==> config.mk <==
export PLATFORM = sky130hd
export DESIGN_NAME = cfg_fanout_rx
export DESIGN_NICKNAME = d
export VERILOG_FILES = /design/src/rtl/cfg_fanout_pkg.sv /design/src/rtl/cfg_fanout_sync.sv /design/src/rtl/cfg_fanout_shifter.sv /design/src/rtl/cfg_fanout_ctrl.sv /design/src/rtl/cfg_fanout_rx.sv
export SDC_FILE = /design/constraint.sdc
export NUM_CORES = 1
export LEC_CHECK = 0
export ABC_AREA = 1
export BUFFER_PORTS_ARGS = -buffer_cell sky130_fd_sc_hd__buf_2
export CAP_MARGIN = 20
export CELL_PAD_IN_SITES_DETAIL_PLACEMENT = 2
export CELL_PAD_IN_SITES_GLOBAL_PLACEMENT = 2
export CORE_ASPECT_RATIO = 1.1
export CORE_UTILIZATION = 37
export DETAILED_ROUTE_END_ITERATION = 10
export PLACE_DENSITY = 0.87
export SYNTH_ARGS = -nofsm -noshare
export SYNTH_HDL_FRONTEND = slang
export SYNTH_SLANG_ARGS = --single-unit
==> constraint.sdc <==
create_clock -name clk -period 1.5 [get_ports clk]
set_input_delay 0.225 -clock clk [delete_from_list [all_inputs] [get_ports clk]]
set_output_delay 0.225 -clock clk [all_outputs]
set_load 0.01 [all_outputs]
==> src/rtl/cfg_fanout_pkg.sv <==
package cfg_fanout_pkg;
    localparam int FO_NUM_CH  = 8;
    localparam int FO_SLOT_W  = 6;
    localparam int FO_MODE_W  = 2;
    localparam int FO_GAIN_W  = 2;
    localparam int FO_STROBE  = 2;
    localparam int FO_SYNC    = 2;

    typedef enum logic [1:0] {
        ST_IDLE   = 2'd0,
        ST_SETTLE = 2'd1,
        ST_STROBE = 2'd2
    } fo_state_e;
endpackage

==> src/rtl/cfg_fanout_sync.sv <==
module cfg_fanout_sync #(
    parameter int               WIDTH   = 3,
    parameter int               STAGES  = 2,
    parameter logic [WIDTH-1:0] RST_VAL = '0
) (
    input  logic             clk,
    input  logic             rst_n,
    input  logic [WIDTH-1:0] d_i,
    output logic [WIDTH-1:0] q_o
);
    logic [WIDTH-1:0] stg [STAGES];

    for (genvar g = 0; g < STAGES; g++) begin : g_stage
        always_ff @(posedge clk or negedge rst_n) begin
            if (!rst_n) begin
                stg[g] <= RST_VAL;
            end else if (g == 0) begin
                stg[g] <= d_i;
            end else begin
                stg[g] <= stg[(g == 0) ? 0 : g-1];
            end
        end
    end

    assign q_o = stg[STAGES-1];
endmodule

==> src/rtl/cfg_fanout_shifter.sv <==
module cfg_fanout_shifter #(
    parameter int FRAME_W = 48
) (
    input  logic               clk,
    input  logic               rst_n,
    input  logic               sclk_s,
    input  logic               sdat_s,
    input  logic               sel_n_s,
    output logic [FRAME_W-1:0] frame_o,
    output logic               frame_ok_o,
    output logic               frame_bad_o
);
    localparam int CNT_W = $clog2(FRAME_W + 2);
    localparam logic [CNT_W-1:0] CNT_MAX  = CNT_W'(FRAME_W + 1);
    localparam logic [CNT_W-1:0] CNT_GOOD = CNT_W'(FRAME_W);

    logic               sclk_q, sel_n_q;
    logic [CNT_W-1:0]   cnt_q;
    logic [FRAME_W-1:0] shreg_q;
    logic               sclk_rise, sel_fall, sel_rise;

    assign sclk_rise = sclk_s & ~sclk_q;
    assign sel_fall  = ~sel_n_s & sel_n_q;
    assign sel_rise  = sel_n_s & ~sel_n_q;

    always_ff @(posedge clk or negedge rst_n) begin
        if (!rst_n) begin
            sclk_q  <= 1'b0;
            sel_n_q <= 1'b1;
            cnt_q   <= '0;
            shreg_q <= '0;
        end else begin
            sclk_q  <= sclk_s;
            sel_n_q <= sel_n_s;
            if (sel_fall) begin
                cnt_q <= '0;
            end else if (!sel_n_s && sclk_rise) begin
                shreg_q <= {shreg_q[FRAME_W-2:0], sdat_s};
                if (cnt_q != CNT_MAX) begin
                    cnt_q <= cnt_q + 1'b1;
                end
            end
        end
    end

    assign frame_o     = shreg_q;
    assign frame_ok_o  = sel_rise & (cnt_q == CNT_GOOD);
    assign frame_bad_o = sel_rise & (cnt_q != CNT_GOOD);
endmodule

==> src/rtl/cfg_fanout_ctrl.sv <==
module cfg_fanout_ctrl
    import cfg_fanout_pkg::*;
#(
    parameter int NUM_CH     = FO_NUM_CH,
    parameter int SLOT_W     = FO_SLOT_W,
    parameter int MODE_W     = FO_MODE_W,
    parameter int GAIN_W     = FO_GAIN_W,
    parameter int STROBE_LEN = FO_STROBE
) (
    input  logic                     clk,
    input  logic                     rst_n,
    input  logic [NUM_CH*SLOT_W-1:0] frame_i,
    input  logic                     frame_ok_i,
    input  logic                     frame_bad_i,
    output logic [NUM_CH*MODE_W-1:0] mode_o,
    output logic [NUM_CH*GAIN_W-1:0] gain_o,
    output logic [NUM_CH-1:0]        latch_n_o,
    output logic                     rx_err_o
);
    localparam int MODE_LSB = SLOT_W - MODE_W;
    localparam int GAIN_LSB = MODE_LSB - GAIN_W;
    localparam int STB_W    = (STROBE_LEN > 1) ? $clog2(STROBE_LEN) : 1;
    localparam logic [STB_W-1:0] STB_LAST = STB_W'(STROBE_LEN - 1);

    fo_state_e                state_q, state_nx;
    logic [STB_W-1:0]         stb_cnt_q;
    logic [NUM_CH*MODE_W-1:0] mode_nx, mode_q;
    logic [NUM_CH*GAIN_W-1:0] gain_nx, gain_q;
    logic                     err_q;

    for (genvar ch = 0; ch < NUM_CH; ch++) begin : g_slot
        assign mode_nx[ch*MODE_W +: MODE_W] = frame_i[ch*SLOT_W + MODE_LSB +: MODE_W];
        assign gain_nx[ch*GAIN_W +: GAIN_W] = frame_i[ch*SLOT_W + GAIN_LSB +: GAIN_W];
    end

    // state register
    always_ff @(posedge clk or negedge rst_n) begin
        if (!rst_n) begin
            state_q   <= ST_IDLE;
            stb_cnt_q <= '0;
        end else begin
            state_q   <= state_nx;
            stb_cnt_q <= (state_q == ST_STROBE) ? stb_cnt_q + 1'b1 : '0;
        end
    end

    // next state
    always_comb begin
        state_nx = state_q;
        unique case (state_q)
            ST_IDLE:   state_nx = ST_IDLE;
            ST_SETTLE: state_nx = ST_STROBE;
            ST_STROBE: if (stb_cnt_q == STB_LAST) state_nx = ST_IDLE;
            default:   state_nx = ST_IDLE;
        endcase
        if (frame_ok_i) begin
            state_nx = ST_SETTLE;
        end
    end

    // output process
    always_comb begin
        latch_n_o = (state_q == ST_STROBE) ? '0 : '1;
    end

    // code registers and length flag
    always_ff @(posedge clk or negedge rst_n) begin
        if (!rst_n) begin
            mode_q <= '0;
            gain_q <= '0;
            err_q  <= 1'b0;
        end else if (frame_ok_i) begin
            mode_q <= mode_nx;
            gain_q <= gain_nx;
            err_q  <= 1'b0;
        end else if (frame_bad_i) begin
            err_q  <= 1'b1;
        end
    end

    assign mode_o   = mode_q;
    assign gain_o   = gain_q;
    assign rx_err_o = err_q;
endmodule

==> src/rtl/cfg_fanout_rx.sv <==
module cfg_fanout_rx
    import cfg_fanout_pkg::*;
#(
    parameter int NUM_CH      = FO_NUM_CH,
    parameter int SLOT_W      = FO_SLOT_W,
    parameter int MODE_W      = FO_MODE_W,
    parameter int GAIN_W      = FO_GAIN_W,
    parameter int STROBE_LEN  = FO_STROBE,
    parameter int SYNC_STAGES = FO_SYNC
) (
    input  logic                     clk,
    input  logic                     rst_n,
    input  logic                     sclk_i,
    input  logic                     sdat_i,
    input  logic                     sel_n_i,
    output logic [NUM_CH*MODE_W-1:0] mode_o,
    output logic [NUM_CH*GAIN_W-1:0] gain_o,
    output logic [NUM_CH-1:0]        latch_n_o,
    output logic                     rx_err_o
);
    localparam int FRAME_W = NUM_CH * SLOT_W;

    logic [2:0]         wires_s;
    logic [FRAME_W-1:0] frame;
    logic               frame_ok, frame_bad;

    cfg_fanout_sync #(
        .WIDTH  (3),
        .STAGES (SYNC_STAGES),
        .RST_VAL(3'b100)
    ) u_sync (
        .clk  (clk),
        .rst_n(rst_n),
        .d_i  ({sel_n_i, sdat_i, sclk_i}),
        .q_o  (wires_s)
    );

    cfg_fanout_shifter #(
        .FRAME_W(FRAME_W)
    ) u_shift (
        .clk        (clk),
        .rst_n      (rst_n),
        .sclk_s     (wires_s[0]),
        .sdat_s     (wires_s[1]),
        .sel_n_s    (wires_s[2]),
        .frame_o    (frame),
        .frame_ok_o (frame_ok),
        .frame_bad_o(frame_bad)
    );

    cfg_fanout_ctrl #(
        .NUM_CH    (NUM_CH),
        .SLOT_W    (SLOT_W),
        .MODE_W    (MODE_W),
        .GAIN_W    (GAIN_W),
        .STROBE_LEN(STROBE_LEN)
    ) u_ctrl (
        .clk        (clk),
        .rst_n      (rst_n),
        .frame_i    (frame),
        .frame_ok_i (frame_ok),
        .frame_bad_i(frame_bad),
        .mode_o     (mode_o),
        .gain_o     (gain_o),
        .latch_n_o  (latch_n_o),
        .rx_err_o   (rx_err_o)
    );
endmodule

==> results by group, run 1 <==
Place
  • Dpl hpwl: around 6.0 mm
  • Placed cell count: 563
  • Global placer's final weighted congestion: 0.775
  • I/O Buffers: 45
  • Placed Area: roughly 4300 um^2
  • Worst slack, placed: -19.6 ps

Clocking
  • CTS root buffer: clkbuf_16
  • CTS max path bufs: 2
  • H-tree levels: 3
  • TritonCTS Buffers: 9
  • Sink Count: around 100
  • Worst-skew pair later-pin latency: 360 ps
  • Clock Pin Slew Worst Setup and Hold Paths: 70 ps
  • CTS tree: yes
  • Number of setup buffers added after CTS: 0

GRT
  • Initial antenna violation count: 0
  • Total track usage: 19.3%
  • First-pass GRT wire length: 16.1 mm
  • Number of global-route vias before repair: 3175
  • Grt ovf: 0
  • Largest net degree at the start of global routing: 49

Cells and area
  • Antenna Diode Count: 0
  • Synth-to-Final Area Change: 20.9%
  • Final Net Count: approximately 450
  • Layout cells sized above 1: about 28%
  • Final Util: 46.1%
  • Multi-input gate area: 1170 um^2
  • Finished Layout Cells: 585
  • Register area: 2460 um^2
  • Design area: roughly 4800 um^2
  • Fillers: 1092

Routing
  • Vias per cell: just under 5
  • Total wire length: 10.4 mm
  • DRC viols: 0
  • DR WL/cell: about 18 um
  • Pre-antenna DRT Iters: 4
  • Vias post-DR: 2811
  • ANT nets after route: 0
  • DRT iter0 DRCs: a little over 70

Die
  • I/O pin count: 46
  • Die X: 101 um
  • DIE AREA: 11100 um^2
  • # rows: 39
  • Initial Util: 38.1%
  • Die height: between 100 and 150 um
  • Core area: approximately 10000 um^2

STA
  • Post-route clock period utilization: 96.3%
  • Fmax: 0.692 GHz
  • Final Hold Fails: 0
  • Worst setup margin: 54.9 ps
  • Setup Viol. Count Final: 0
  • Slew HR: approximately 77%
  • RSZ-0062 raised after global routing: true
  • Worst Max-Slew Pin Slew: about 340 ps
  • Max Slew Vio Count: 0
  • Layout Skew: 9.75 ps
  • Fin crit period: approximately 1400 ps

Power
  • Total power: slightly above 6000 uW
  • VDD IR-drop max: between 0.5 and 0.6 mV
  • Cell internal pwr: 4380 uW
  • Switch Pwr: 1710 uW
  • Leakage: 0.00246 uW
  • Sw Share: 28.1%
  • Flop pwr share: 51.6%
  • PwrDens: 1270 nW/um^2
  • Combinational power share: between 10% and 20%
  • Clock power frac: 36.7%

Logic synthesis
  • Yosys top cell area share: 60.0%
  • Top post-synthesis cells by area: dfrtp_1 60%, nand2_1 9.9%, o21ai_2 5.8%
  • FFs w/ async S/R, synth: 100%
  • Synth Flop Type: dfrtp_1
  • Yosys warnings: 0
  • Post-synthesis register bit count: 98
  • Post-synth EDFFs: 0
  • Area leader, netlist: dfrtp_1
  • Synthesized area per cell: 10.2 um^2
  • Synth cell count leaders: 104 x nand2_1, 95 x dfrtp_1, 41 x inv_1, 29 x o21ai_0, 26 x o21ai_2
  • Gate Count Post-Synth: about 390
  • Most instantiated library cell after synthesis: nand2_1
  • Seq/Total Area, Yosys: a little over 60%
  • Yosys cell types: 24
  • Synth Cell Area: 3960 um^2
  • Syn_nets: 396

Setup path
  • Crit path cell chain: nor2_1 -> nand2_1 -> inv_4 -> buf_6 -> nand2_1 -> inv_2 -> nand3_1 -> nand2_1
  • CP Max Fanout: 7
  • Critical path type: reg -> reg
  • RR Endpoint: u_shift.cnt_q[0]
  • Worst Path Required: 1740 ps
  • Critical Path Start Type: flop
  • CP most frequent cell: nand2_1
  • Worst reg2reg setup slack: 50 ps
  • Max incr delay on CP: between 500 and 600 ps
  • CP Capture Type: flop
  • R2R depth: 8
  • Slowest cell on crit path: dfstp_2
  • CP arrival: 1680 ps
  • Crit path capture: u_shift.cnt_q[0]
  • Crit path from: u_sync.q_o[2]
  • Reg2reg start: u_sync.q_o[2]

Status
  • Status: finished clean

Job
  • Max_cap viols: 0

Worst hold path
  • Worst hold path class: in -> async
[flip-flops by register name (all words and copies together), names as in the netlist]
register          cells
u_sync.q_o            3
u_shift.sclk_q        1
u_shift.cnt_q         6
u_shift.frame_o      48
u_ctrl.gain_o        16
u_ctrl.rx_err_o       1
u_sync.stg            3
u_ctrl.state_q        2
u_ctrl.stb_cnt_q      1
u_ctrl.mode_o        16
u_shift.sel_n_q       1
[repair_timing]
item / CTS / global route
resized for setup: 6 / 9
cloned: 1 / 2
endpoints found under the hold margin: 25 / 0
hold buffers: 4 / 0
endpoints found under the setup margin: 26 / 64
[layout by cell type (no fill, tap or decap), drive strengths merged]
cell and instances:
a21oi 9, and3 1, buf 59, clkbuf 13, clkinv 1, clkinvlp 3
dfrtp 95, dfstp 3, dlygate4sd3 4, ha 3, inv 43, nand2 105
nand3 19, nand4 1, nor2 14, nor3 1, o21a 1, o21ai 63
o21bai 1, xor2 3
[per-stage QoR]
step | TNS [ps] | hold WS [ps]
global placement | 0 | 153
CTS | 0 | 323
global route | -17.4 | 338
finish | 0 | 320
detailed placement | -21.9 | 156
floorplan | 0 | -70.6
[power by group through the flow]
stage | sequential [uW] | clock (uW) | combinational, uW
floorplan | 3120 | 0 | 427
global placement | 3150 | 0 | 600
detailed placement | 3170 | 0 | 651
CTS | 3140 | 2260 | 691
global route | 3180 | 2380 | 816
finish | 3150 | 2240 | 714
[worst min path at each step]
stage	start	end	depth (start not counted)
global placement	rst_n	u_ctrl.gain_o[9]	1
CTS	rst_n	u_shift.frame_o[30]	2
detailed placement	rst_n	u_ctrl.gain_o[8]	1
floorplan	rst_n	u_ctrl.gain_o[0]	0
finish	rst_n	u_shift.frame_o[30]	2
global route	rst_n	u_shift.frame_o[33]	2
[critical path, delay by kind of cell (launching register included)]
kind | cells | cell delay, ps
buf+inv | 3 | 310
flops | 1 | 570
simple gates | 5 | 430
[cells by family (layout without fill, tap and decap cells)]
group	after synthesis	after routing	synth area share, %
and+or+nand+nor	141	141	14.3
DFF	98	98	62.0
AOI/OAI and AO/OA	74	74	12.7
buffers and inverters	69	123	9.35
adders and majority gates	3	3	0.948
xor gates and xnor gates	3	3	0.664
[layer usage]
| metal | global-route usage (%) | vias up | share of wire (%) |
|---|---|---|---|
| li1 | - | 1307 | - |
| met1 | 22.9 | 1428 | 41 |
| met2 | 33.1 | 54 | 54 |
| met3 | 2.97 | 22 | 2.5 |
| met4 | 10.3 | 0 | 2.7 |
| met5 | 0 | - | 0 |
[cell type report]
cell class / instances / area share, %
multi-input combinational: 221 / 24.5
clock buffer: 11 / 5.28
clock inverter: 4 / 0.575
sequential: 98 / 51.3
timing repair buffer: 65 / 11.2
tap: 143 / 3.74
inverter: 43 / 3.42
Note: power is estimated with default switching activity, not from simulation.
==> run 2: changes to the inputs <==
--- a/config.mk
+++ b/config.mk
@@ -5,13 +5,12 @@
 export SDC_FILE = /design/constraint.sdc
 export NUM_CORES = 1
 export LEC_CHECK = 0
-export ABC_AREA = 1
 export BUFFER_PORTS_ARGS = -buffer_cell sky130_fd_sc_hd__buf_2
 export CAP_MARGIN = 20
 export CELL_PAD_IN_SITES_DETAIL_PLACEMENT = 2
 export CELL_PAD_IN_SITES_GLOBAL_PLACEMENT = 2
 export CORE_ASPECT_RATIO = 1.1
-export CORE_UTILIZATION = 37
+export CORE_UTILIZATION = 41
 export DETAILED_ROUTE_END_ITERATION = 10
 export PLACE_DENSITY = 0.87
 export SYNTH_ARGS = -nofsm -noshare
==> results by group, run 2 <==
Status
  • Status: finished, violations left
  • Failing checks: setup timing

Routing
  • Total wire length: between 10 and 15 mm
  • Pre-antenna DRT Iters: 4
  • DRT iter0 DRCs: 34
  • Vias per cell: 5.15
  • DR WL/cell: around 24 um
  • DRC viols: 0
  • ANT nets after route: 0
  • Vias post-DR: 2200

Worst hold path
  • Worst hold path class: in -> async

Logic synthesis
  • Yosys cell types: 26
  • Compound-Gate Fraction of Synth Area: 1.63%
  • Synthesized area per cell: 16.0 um^2
  • Post-Synth Simple-Gate Area: approximately 3.8%
  • Gate Count Post-Synth: between 200 and 250
  • Area leader, netlist: dfrtp_1
  • Post-synth EDFFs: 0
  • Synth Area in XOR/XNOR: 0%
  • Synth cell count leaders: 95 x dfrtp_1, 80 x mux2_2, 8 x buf_4, 7 x nand2_1
  • Syn_nets: 243
  • Post-synthesis register bit count: 98
  • Synth Flop Type: dfrtp_1
  • Most instantiated library cell after synthesis: dfrtp_1
  • Seq/Total Area, Yosys: between 60% and 70%
  • Yosys warnings: 0
  • Adder-cell share of the synthesized area: 0.999%
  • Top post-synthesis cells by area: dfrtp_1 63%, mux2_2 24%, dfstp_2 2.1%
  • FFs w/ async S/R, synth: 100%
  • Post-synthesis mux area share: ~25%
  • Yosys top cell area share: 63.3%
  • Synth Cell Area: about 3800 um^2
  • Largest family of logic cells by synthesized area: multiplexers

Setup path
  • Worst reg2reg setup slack: -220 ps
  • Slowest cell on crit path: or3b_4
  • Max incr delay on CP: 430 ps
  • Worst Path Buf+Inv: 2
  • Worst Path Required: 1750 ps
  • Reg2reg start: u_sync.q_o[2]
  • CP delay by family, top: simple AND/OR/NAND/NOR gates
  • Crit path cell chain: or3b_4 -> nor2_4 -> buf_6 -> clkbuf_16 -> mux2_2
  • Critical path type: reg -> reg
  • CP Capture Type: flop
  • R2R depth: 5
  • Critical Path Start Type: flop
  • RR Endpoint: u_shift.frame_o[30]
  • CP arrival: 1980 ps
  • CP Max Fanout: 8

Place
  • Placed cell count: between 300 and 400
  • I/O Buffers: 45
  • Worst slack, placed: -251 ps
  • Dpl hpwl: approximately 5.7 mm
  • Placed Area: 4320 um^2
  • Global placer's final weighted congestion: ~0.7

STA
  • Fmax: between 0.5 and 0.6 GHz
  • Final Hold Fails: 0
  • Worst setup margin: -224 ps
  • Worst Max-Slew Pin Slew: just over 500 ps
  • Fin crit period: 1720 ps
  • RSZ-0062 raised after global routing: true
  • Layout Skew: 14.9 ps
  • Max Slew Vio Count: 0
  • Post-route clock period utilization: 115%
  • Slew HR: about two thirds
  • Setup Viol. Count Final: 86

GRT
  • Number of global-route vias before repair: 2443
  • First-pass GRT wire length: 15.1 mm
  • Largest net degree at the start of global routing: 40
  • Total track usage: 22.3%
  • Grt ovf: 0
  • Initial antenna violation count: 0

Power
  • Leakage: 0.00244 uW
  • VDD IR-drop max: 0.911 mV
  • PwrDens: around 930 nW/um^2

Die
  • Initial Util: 42.3%
  • I/O pin count: 46
  • Die height: 102 um
  • # rows: 36
  • DIE AREA: 9550 um^2
  • Die X: 93.3 um
  • Core area: 8870 um^2

Cells and area
  • Commonest non-fill, non-tap cell in the layout: dfrtp_1
  • Synth-to-Final Area Change: 29.8%
  • Design area: 4870 um^2
  • Register area: about 2500 um^2
  • Max reg flops: 48
  • Antenna Diode Count: 0
  • Layout cells sized above 1: 58.1%
  • Fillers: 798
  • Multi-input gate area: 1440 um^2
  • Final Net Count: 317
  • Commonest non-fill, non-tap cells in the layout: 95 x dfrtp_1, 61 x mux2_4, 44 x buf_2
  • Finished Layout Cells: 427

Clocking
  • CTS tree: yes
  • CTS root buffer: clkbuf_8
  • CTS max path bufs: 2
  • Clock Pin Slew Worst Setup and Hold Paths: 90 ps
  • Sink Count: 98
  • Worst-skew pair later-pin latency: around 370 ps
  • H-tree levels: 3
  • TritonCTS Buffers: 9

Job
  • Max_cap viols: 0
## run 2: how the worst max path moves through the flow
stage | from | cells after the start | end | slack (ps)
after floorplan | u_shift.sclk_q | 5 | u_shift.frame_o[0] | -100
after global placement | u_shift.sclk_q | 4 | u_shift.frame_o[31] | -140
after detailed placement | u_shift.sclk_q | 4 | u_shift.frame_o[34] | -250
after CTS | u_shift.sclk_q | 5 | u_shift.frame_o[30] | -210
after global routing | u_shift.sclk_q | 5 | u_shift.frame_o[29] | -250
final | u_sync.q_o[2] | 5 | u_shift.frame_o[30] | -220
## run 2: routing by layer
metal | GRT usage [%] | part of all wire [%] | vias up
met5 | 0 | 0 | -
met3 | 4.24 | 2.4 | 22
li1 | - | - | 953
met2 | 40.3 | 55 | 46
met4 | 7.57 | 2.8 | 0
met1 | 26.8 | 39 | 1179
## run 2: what timing repair did
| action | 4_1_cts | 5_1_grt |
|---|---|---|
| buffers inserted | 8 | 2 |
| hold endpoints to repair | 21 | 0 |
| endpoints found under the setup margin | 82 | 87 |
| gates cloned | 2 | 3 |
| pin swaps | 5 | 3 |
| hold buffers | 4 | 0 |
| resized for setup | 30 | 19 |
## run 2: kinds of logic after synthesis
family | count (synthesis)
mux | 82
flops | 98
simple gates | 24
fa+ha+maj | 3
buf+inv | 18
compound gates | 10
## run 2: area by class of cell
type	instances	area share (%)
well taps	114	2.93
flip-flops and latches	98	50.4
repair buffers	79	13.8
clock buffers	12	2.77
multi-input cells	119	29.6
clock inverters	3	0.359
inverters	2	0.154
## run 2: per-stage QoR
stage	total power, uW	TNS, ps	hold slack (ps)	utilization [%]
final	4550	-14910	314	54.9
after floorplan	2900	-4970	-70.6	-
after detailed placement	3040	-11970	149	48.7
after CTS	4570	-13380	314	53.4
after global routing	4720	-17790	337	54.9
after global placement	3010	-7290	143	48.7
## run 2: power breakdown
group          switching (uW)  total, uW  internal [uW]  leakage, uW
logic                     155        317            162      0.00102
registers                57.2       2770           2710      0.00133
clock network             874       1470            592    0.0000762
total                    1090       4550           3470      0.00244
## run 2: worst reg2reg max path, stage by stage (launching register included)
cell	delay [ps]
dfstp_2	380
or3b_4	430
nor2_4	170
buf_6	150
clkbuf_16	160
mux2_2	350
==> run 3: changes to the inputs <==
--- a/config.mk
+++ b/config.mk
@@ -10,9 +10,10 @@
 export CELL_PAD_IN_SITES_DETAIL_PLACEMENT = 2
 export CELL_PAD_IN_SITES_GLOBAL_PLACEMENT = 2
 export CORE_ASPECT_RATIO = 1.1
-export CORE_UTILIZATION = 41
+export CORE_UTILIZATION = 42
 export DETAILED_ROUTE_END_ITERATION = 10
-export PLACE_DENSITY = 0.87
+export PLACE_DENSITY = 0.88
 export SYNTH_ARGS = -nofsm -noshare
 export SYNTH_HDL_FRONTEND = slang
+export SYNTH_HIERARCHICAL = 1
 export SYNTH_SLANG_ARGS = --single-unit
==> results by group, run 3 <==
Status
  • Status: finished, violations left
  • Failing checks: setup timing

GRT
  • Number of global-route vias before repair: between 2k and 3k
  • Grt ovf: 0
  • Total track usage: between 20% and 30%
  • Largest net degree at the start of global routing: 44
  • Initial antenna violation count: 1
  • First-pass GRT wire length: between 15 and 20 mm

Setup path
  • CP Capture Type: flop
  • CP Max Fanout: 5
  • Critical path type: reg -> reg
  • Max incr delay on CP: 410 ps
  • Critical Path Start Type: flop
  • Worst Path Buf+Inv: 2
  • Worst reg2reg setup slack: -270 ps
  • Crit path cell chain: and4bb_2 -> nand2_2 -> nor2_4 -> buf_6 -> buf_12 -> mux2_4
  • Levels on crit path: 6
  • R2R depth: 6
  • Slowest cell on crit path: dfrtp_1
  • Worst Path Required: 1740 ps
  • CP delay by family, top: simple AND/OR/NAND/NOR gates
  • CP arrival: 2010 ps
  • RR Endpoint: u_ctrl/gain_o[8]
  • Crit path capture: u_ctrl/gain_o[8]
  • Reg2reg start: u_shift/cnt_q[2]
  • Crit path from: u_shift/cnt_q[2]

Power
  • Combinational power share: 6.5%
  • VDD IR-drop max: 0.854 mV
  • Switch Pwr: approximately 1200 uW
  • Sw Share: 23.0%
  • Clock power frac: 38.2%
  • Flop pwr share: 55.3%
  • Cell internal pwr: 3860 uW
  • Leakage: 0.00248 uW
  • PwrDens: 1010 nW/um^2

Cells and area
  • Commonest non-fill, non-tap cells in the layout: 95 x dfrtp_1, 56 x mux2_4, 44 x buf_2
  • Max reg flops: 48
  • Layout cells sized above 1: 59.9%
  • Commonest non-fill, non-tap cell in the layout: dfrtp_1
  • Antenna Diode Count: 0
  • Final Net Count: 327
  • Design area: around 5000 um^2
  • Synth-to-Final Area Change: 27.0%

Logic synthesis
  • Syn_nets: 249
  • Synth cell count leaders: 95 x dfrtp_1, 52 x mux2_2, 28 x mux2_4, 11 x buf_4, 8 x nand2_1
  • Yosys cell types: 28
  • Post-synth EDFFs: 0
  • Yosys top cell area share: 60.5%
  • Synth Cell Area: 3930 um^2
  • Area leader, netlist: dfrtp_1
  • Gate Count Post-Synth: 241
  • Seq/Total Area, Yosys: between 60 and 70%
  • Post-synthesis register bit count: 98
  • FFs w/ async S/R, synth: 100%
  • Top post-synthesis cells by area: dfrtp_1 61%, mux2_2 15%, mux2_4 11%
  • Synth Flop Type: dfrtp_1
  • Synthesized area per cell: 16.3 um^2
  • Most instantiated library cell after synthesis: dfrtp_1
  • Yosys warnings: 6

Die
  • Die X: 94.2 um
  • Initial Util: between 40% and 50%
  • DIE AREA: about 10000 um^2
  • Die height: 103 um
  • # rows: 36
  • Core area: 8960 um^2
  • I/O pin count: 46

STA
  • Slew HR: 75.3%
  • Setup Viol. Count Final: 86
  • Final Hold Fails: 0
  • RSZ-0062 raised after global routing: true
  • Post-route clock period utilization: 118%
  • Setup_tns: -17090 ps
  • Worst setup margin: -266 ps
  • Max Slew Vio Count: 0
  • Fmax: 0.566 GHz
  • Worst Max-Slew Pin Slew: 371 ps
  • Fin crit period: 1770 ps
  • Layout Skew: 13.4 ps

Place
  • Dpl hpwl: slightly below 6 mm
  • Placed Area: 4350 um^2
  • Global placer's final weighted congestion: 0.717
  • I/O Buffers: between 40 and 50
  • Worst slack, placed: -206 ps

Routing
  • Pre-antenna DRT Iters: 4
  • DR WL/cell: 26.9 um
  • Vias post-DR: about 2.3k
  • Vias per cell: 5.17
  • Total wire length: 11.8 mm
  • DRC viols: 0
  • DRT iter0 DRCs: 94
  • ANT nets after route: 0

Clocking
  • CTS tree: yes
  • Sink Count: 98
  • Worst-skew pair later-pin latency: between 300 and 400 ps
  • CTS root buffer: clkbuf_8
  • Clock Pin Slew Worst Setup and Hold Paths: 100 ps
  • CTS max path bufs: 2
  • TritonCTS Buffers: 9
  • H-tree levels: 3

Job
  • Max_cap viols: 0

Worst hold path
  • Worst hold path class: in -> async
run 3: worst reg2reg max path, delay by kind of cell, from the launching register on:
kind | cells | cell delay, ps
DFF | 1 | 410
buffers and inverters | 2 | 280
muxes | 1 | 330
and+or+nand+nor | 3 | 610
run 3: layer usage:
metal / vias to the layer above / track usage, % / share of wire, %
li1: 979 / - / -
met4: 2 / 10.3 / 3.2
met1: 1195 / 25.5 / 38
met2: 62 / 40.3 / 55
met5: - / 0 / 0.11
met3: 25 / 5.70 / 3.2
run 3: how the worst min path moves through the flow:
stage	to	slack, ps
after floorplan	u_ctrl/gain_o[0]	-70
after global placement	u_ctrl/mode_o[10]	160
after detailed placement	u_ctrl/mode_o[10]	160
after CTS	u_shift/frame_o[41]	300
after global routing	u_ctrl/rx_err_o	320
final	u_ctrl/mode_o[13]	310
run 3: area by class of cell:
type	instances	area [um^2]
clock buffers	14	153
clock inverters	2	60.1
fillers	790	3980
inverters	2	7.51
multi-input cells	121	1430
flip-flops and latches	98	2460
well taps	114	143
repair buffers	87	732
run 3: power groups by stage:
stage / Clock (uW) / Sequential (uW) / Combinational, uW
6_report: 1920 / 2770 / 327
2_1_floorplan: 0 / 2800 / 114
4_1_cts: 1920 / 2760 / 275
3_3_place_gp: 0 / 2800 / 222
5_1_grt: 2060 / 2780 / 350
3_5_place_dp: 0 / 2810 / 244
run 3: cells by family (layout without fill, tap and decap cells):
| kind of cell | Yosys count | after routing | share of synthesized area (%) |
|---|---|---|---|
| AOI/OAI and AO/OA | 11 | 11 | 1.63 |
| adders and majority gates | 3 | 3 | 0.956 |
| buffers and inverters | 22 | 105 | 5.04 |
| DFF | 98 | 98 | 62.6 |
| muxes | 82 | 82 | 26.1 |
| and+or+nand+nor | 25 | 25 | 3.70 |
run 3: stage by stage:
step	cells	total power [uW]	util (%)	hold slack [ps]
floorplan	241	2910	-	-70.6
global placement	403	3030	48.5	157
global route	438	5190	55.6	319
CTS	434	4960	53.2	296
detailed placement	403	3060	48.5	164
finish	438	5020	55.6	315
run 3: what timing repair did:
action,in CTS,in global routing
setup buffers,9,4
cloned,2,4
setup endpoints to repair,85,95
pin swaps,3,7
endpoints found under the hold margin,23,0
gates resized for setup,15,38
hold buffers,4,0
